### src/rtl/burst_col_pkg.sv
package burst_col_pkg;
  localparam int COL_BITS = 9;
  localparam int LEN_BITS = 3;
  localparam logic [LEN_BITS-1:0] FULL_PAGE = 3'd7;

  typedef struct packed {
    logic                load;
    logic                show;
    logic [COL_BITS-1:0] mask;
  } colStrobe_t;

  function automatic logic [COL_BITS-1:0] lenMaskOf(input logic [LEN_BITS-1:0] code);
    logic [COL_BITS-1:0] m;
    case (code)
      3'd1:    m = COL_BITS'(1);
      3'd2:    m = COL_BITS'(3);
      3'd3:    m = COL_BITS'(7);
      3'd7:    m = '1;
      default: m = '0;
    endcase
    return m;
  endfunction
endpackage

### src/rtl/burst_col_ctrl.sv
module burst_col_ctrl
  import burst_col_pkg::*;
(
  input  logic                clk,
  input  logic                rst_n,
  input  logic                cmdValid,
  input  logic                stopReq,
  input  logic [LEN_BITS-1:0] lenCode,
  output colStrobe_t          strobes,
  output logic [COL_BITS-1:0] beatIdx,
  output logic                burstActive,
  output logic                lastBeat
);
  logic                active;
  logic                fullReg;
  logic [COL_BITS-1:0] maskReg;
  logic [COL_BITS-1:0] beatReg;

  always_ff @(posedge clk) begin
    if (!rst_n) begin
      active  <= 1'b0;
      fullReg <= 1'b0;
      maskReg <= '0;
      beatReg <= '0;
    end else if (cmdValid) begin
      active  <= 1'b1;
      fullReg <= (lenCode == FULL_PAGE);
      maskReg <= lenMaskOf(lenCode);
      beatReg <= '0;
    end else if (active) begin
      if (stopReq || lastBeat) active <= 1'b0;
      else beatReg <= beatReg + 1'b1;
    end
  end

  always_comb begin
    lastBeat     = active && !fullReg && (beatReg == maskReg);
    burstActive  = active;
    beatIdx      = beatReg;
    strobes.load = cmdValid;
    strobes.show = active;
    strobes.mask = maskReg;
  end


  restart_chk: assert property (@(posedge clk) disable iff (!rst_n)
    cmdValid |=> (burstActive && beatIdx == '0));

  stop_chk: assert property (@(posedge clk) disable iff (!rst_n)
    (burstActive && stopReq && !cmdValid) |=> !burstActive);

  last_end_chk: assert property (@(posedge clk) disable iff (!rst_n)
    (lastBeat && !cmdValid) |=> !burstActive);

  full_run_chk: assert property (@(posedge clk) disable iff (!rst_n)
    (burstActive && fullReg && !stopReq && !cmdValid) |=> burstActive);
endmodule

### src/rtl/burst_col_dp.sv
module burst_col_dp
  import burst_col_pkg::*;
(
  input  logic                clk,
  input  logic                rst_n,
  input  colStrobe_t          strobes,
  input  logic [COL_BITS-1:0] beatIdx,
  input  logic [COL_BITS-1:0] startCol,
  input  logic [LEN_BITS-1:0] lenCode,
  input  logic                ilvMode,
  output logic [COL_BITS-1:0] colAddr
);
  logic [COL_BITS-1:0] baseReg;
  logic                ilvReg;
  logic [COL_BITS-1:0] seqAddr;
  logic [COL_BITS-1:0] ilvAddr;

  always_ff @(posedge clk) begin
    if (!rst_n) begin
      baseReg <= '0;
      ilvReg  <= 1'b0;
    end else if (strobes.load) begin
      baseReg <= startCol;
      ilvReg  <= ilvMode && (lenCode != FULL_PAGE);
    end
  end

  always_comb begin
    seqAddr = (baseReg & ~strobes.mask) | ((baseReg + beatIdx) & strobes.mask);
    ilvAddr = (baseReg & ~strobes.mask) | ((baseReg ^ beatIdx) & strobes.mask);
    if (!strobes.show) colAddr = '0;
    else if (ilvReg)   colAddr = ilvAddr;
    else               colAddr = seqAddr;
  end


  start_col_chk: assert property (@(posedge clk) disable iff (!rst_n)
    strobes.load |=> (colAddr == $past(startCol)));

  upper_hold_chk: assert property (@(posedge clk) disable iff (!rst_n)
    (strobes.show && !strobes.load) |=>
      (!strobes.show || ((colAddr & ~strobes.mask) == ($past(colAddr) & ~$past(strobes.mask)))));
endmodule

### src/rtl/burst_col_gen.sv
module burst_col_gen
  import burst_col_pkg::*;
(
  input  logic                clk,
  input  logic                rst_n,
  input  logic                cmdValid,
  input  logic [COL_BITS-1:0] startCol,
  input  logic [LEN_BITS-1:0] lenCode,
  input  logic                ilvMode,
  input  logic                stopReq,
  output logic [COL_BITS-1:0] colAddr,
  output logic                burstActive,
  output logic                lastBeat
);
  colStrobe_t          strobes;
  logic [COL_BITS-1:0] beatIdx;

  burst_col_ctrl u_ctrl (
    .clk(clk), .rst_n(rst_n), .cmdValid(cmdValid), .stopReq(stopReq),
    .lenCode(lenCode), .strobes(strobes), .beatIdx(beatIdx),
    .burstActive(burstActive), .lastBeat(lastBeat)
  );

  burst_col_dp u_dp (
    .clk(clk), .rst_n(rst_n), .strobes(strobes), .beatIdx(beatIdx),
    .startCol(startCol), .lenCode(lenCode), .ilvMode(ilvMode), .colAddr(colAddr)
  );


  idle_quiet_chk: assert property (@(posedge clk) disable iff (!rst_n)
    !burstActive |-> (colAddr == '0 && !lastBeat));
endmodule

### config.mk
export PLATFORM = sky130hd
export DESIGN_NAME = burst_col_gen
export DESIGN_NICKNAME = d
export VERILOG_FILES = /design/src/rtl/burst_col_pkg.sv /design/src/rtl/burst_col_ctrl.sv /design/src/rtl/burst_col_dp.sv /design/src/rtl/burst_col_gen.sv
export SDC_FILE = /design/constraint.sdc
export NUM_CORES = 1
export LEC_CHECK = 0
export BUFFER_PORTS_ARGS = -buffer_cell sky130_fd_sc_hd__buf_2
export CAP_MARGIN = 20
export CORE_AREA = 2 2 61 63
export CTS_CLUSTER_DIAMETER = 200
export CTS_CLUSTER_SIZE = 24
export DETAILED_ROUTE_END_ITERATION = 12
export DIE_AREA = 0 0 63 65
export PLACE_DENSITY = 0.8
export SYNTH_ARGS = -nofsm -noshare
export SYNTH_HDL_FRONTEND = slang
export SYNTH_HIERARCHICAL = 1
export SYNTH_SLANG_ARGS = --single-unit
### constraint.sdc
create_clock -name clk -period 2.35 [get_ports clk]
set_input_delay 0.5875 -clock clk [delete_from_list [all_inputs] [get_ports clk]]
set_output_delay 0.5875 -clock clk [all_outputs]
set_load 0.03 [all_outputs]
==> results.yml <==
logic_synthesis:
  synth.most_common_cell: "dfxtp_1"
  ys_ff_latch: 24
  synth_flop_cell: "dfxtp_1"
  synth_cells: 192
  yosysSeqAreaShare: 0.280
  synth_xor_area_frac: 0.0665
  avgSynthCellArea_um2: 8.92
  synthTopCellsByArea: "dfxtp_1 (28%), mux2i_1 (8.2%), ha_1 (6.6%)"
  async_flop_share: 0
  synth-edff-count: 0
  synth_area_mm2: 0.00171
  synth_top_area_cell: "dfxtp_1"
  synth_compound_gate_area_share: 0.169
  synth.mux.area_fraction: 0.0818
  ys_warn_count: 6
  synth_top_family_by_area: "simple AND/OR/NAND/NOR gates"
  synthAdderAreaFrac: 0.0774
  syn_nets: 219
  synth_common_cells: "dfxtp_1 (24), nor2_1 (18), mux2i_1 (14)"
  yosysTopAreaCellShare: 0.280
  synthSimpleGateAreaFrac: 0.266
  synth_cell_types: 43
global_routing:
  grt_antenna_before_repair: 0
  grt_overflow: 0
  grt_max_degree: 16
  grt_usage: 0.227
  grt_pass1_vias: 1591
  grt_pass1_wl_um: 7350
sta:
  finalSetupViolCount: 8
  clock.fmax_mhz: 335
  slew_viol_final: 0
  relSlewSlack: 0.647
  tns_ns: -2.70
  fin_skew_ns: 0.0182
  post-route-period-util: 1.27
  finalHoldViolCount: 0
  tightest_slew_ns: 0.528
  finalCriticalPeriod_ns: 2.99
  rsz0062_at_grt: "true"
  setup_slack_ns: -0.639
  whs_ns: 0.502
cts:
  cts_tree: "done"
  htree_levels: 1
  cts_root_buf: "clkbuf_4"
  cts_inserted_buffers: 3
  clk_path_buf_depth: 2
  clock_latency_ns: 0.33
  cts.clk_slew.worst_paths_ns: 0.15
  cts_hold_buf: 0
  cts_sinks: 24
finish:
  antenna_cells: 0
  stdcell_count: 286
  area.growth.synth_to_final_pct: 34.1
  nNetsFinal: 267
  drive_above_1_share: 0.412
setup_path:
  cp.arrival_ns: 2.40
  critPathTopFamily: "compound AO/OA/AOI/OAI gates"
  cp_max_fo: 2
  endpoint_kind: "primary output"
  critPathSlowestCell: "dfxtp_2"
  cp.required_ns: 1.76
  worstSetupStartpointType: "flip-flop"
  path_cells: "ha_4 > fa_2 > a211oi_4 > o32ai_2 > a31oi_1 > mux2i_1 > mux2i_2 > buf_4"
  cpPeakStageDelay_ns: 0.36
  worstSetupPathType: "reg2out"
  path_buf_inv: 1
die:
  std_cell_rows: 22
  io_pins: 28
  start_util: 0.490
  die_area_mm2: 0.00410
  die_width_um: 63
  core_area_mm2: 0.00350
  die_height_um: 65
power_and_ir_drop:
  p_leak_nw: 0.937
  peakVddDrop_mv: 0.152
  power.total_w: 0.000851
  p_per_area_mw_per_mm2: 371
placed_design:
  place_inst: 280
  post-place-ws_ns: -0.324
  dp_hpwl_um: 3080
  io_buffers: 27
  place_congestion: 0.921
route:
  wire_per_inst_um: 15.5
  routed-via-count: 1609
  dr.pass1.iters: 4
  totalWireLength_um: 4430
  vias_per_cell: 5.63
  ant_nets: 0
  drc: 0
  drtIter0Drc: 111
run_status:
  status: "finished, violations left"
  violations: "negative setup slack"
hold_path:
  holdCritPathClass: "in2reg"
job:
  maxCapViolCount: 0
-- cell families after synthesis --
kind of cell	after synthesis
adder cells (fa/ha/maj)	10
XOR/XNOR	13
AO/OA/AOI/OAI	37
flip-flops	24
multiplexers	14
AND/OR/NAND/NOR	79
buffers and inverters	15
-- repair_timing --
| item | CTS | global route |
|---|---|---|
| gates resized for setup | 26 | 19 |
| pin swaps | 6 | 11 |
| endpoints found under the setup margin | 8 | 9 |
| setup buffers | 4 | 4 |
-- cell usage in the layout (no fill, tap or decap), types with 3 or more instances in the layout --
| cell type | count |
|---|---|
| buf_4 | 31 |
| xnor2_1 | 5 |
| buf_6 | 6 |
| buf_2 | 18 |
| nand2_1 | 11 |
| a211oi_4 | 3 |
| o21ai_0 | 3 |
| xor2_1 | 6 |
| nor2b_1 | 11 |
| dfxtp_1 | 16 |
| ha_1 | 4 |
| nand3_1 | 10 |
| a21boi_0 | 4 |
| nand2b_1 | 8 |
| mux2i_1 | 13 |
| dfxtp_2 | 7 |
| nor2_1 | 16 |
| o211ai_1 | 3 |
| clkbuf_4 | 4 |
| o21ai_1 | 3 |
| nand4_1 | 6 |
| a211oi_2 | 5 |
| ha_4 | 5 |
-- through the flow --
| stage | util | area, um2 |
|---|---|---|
| floorplan | - | 1790 |
| global placement | 0.596 | 2080 |
| detailed placement | 0.596 | 2080 |
| CTS | 0.632 | 2210 |
| global route | 0.657 | 2300 |
| finish | 0.657 | 2300 |
-- power by group --
group	switching, W	internal, W
sequential	0.0000167	0.000423
clock	0.000137	0.0000603
combinational	0.000118	0.0000966
-- layout make-up --
type,count,area (um2)
Inverter,2,7.51
Multi-Input combinational cell,153,1320
Sequential cell,24,493
Fill cell,273,1200
Tap cell,48,60.1
Timing Repair Buffer,56,398
Clock buffer,3,22.5
-- worst paths after layout --
path | from | endpoint | slack [ns] | cells after the start
worst max-delay path | u_dp/baseReg[0] | colAddr[8] | -0.64 | 8
worst min-delay path | startCol[7] | u_dp/baseReg[7] | 0.50 | 3
worst max register to register | u_ctrl/beatIdx[1] | u_ctrl/beatIdx[2] | 0.84 | 7
worst min register to register | u_dp/baseReg[8] | u_dp/baseReg[8] | 0.55 | 2
-- tightest hold or removal path, delay by kind of cell --
family | cells | cell delay, ns
AND/OR/NAND/NOR | 1 | 0.10
buffers and inverters | 1 | 0.08
multiplexers | 1 | 0.05
-- flip-flops by register name, indices dropped and copies added, names as in the netlist --
signal              flops
u_ctrl/burstActive      1
u_ctrl/maskReg          3
u_ctrl/fullReg          1
u_dp/ilvReg             1
u_dp/baseReg            9
u_ctrl/beatIdx          9
-- layer usage --
| metal | wire length, um | track usage | vias to the layer above |
|---|---|---|---|
| met5 | 0 | 0 | - |
| met4 | 87 | 0.0972 | 0 |
| met3 | 252 | 0.0260 | 12 |
| met2 | 2190 | 0.395 | 62 |
| met1 | 1900 | 0.284 | 759 |
| li1 | - | - | 776 |
No activity file was read; power rests on OpenSTA's default activity.
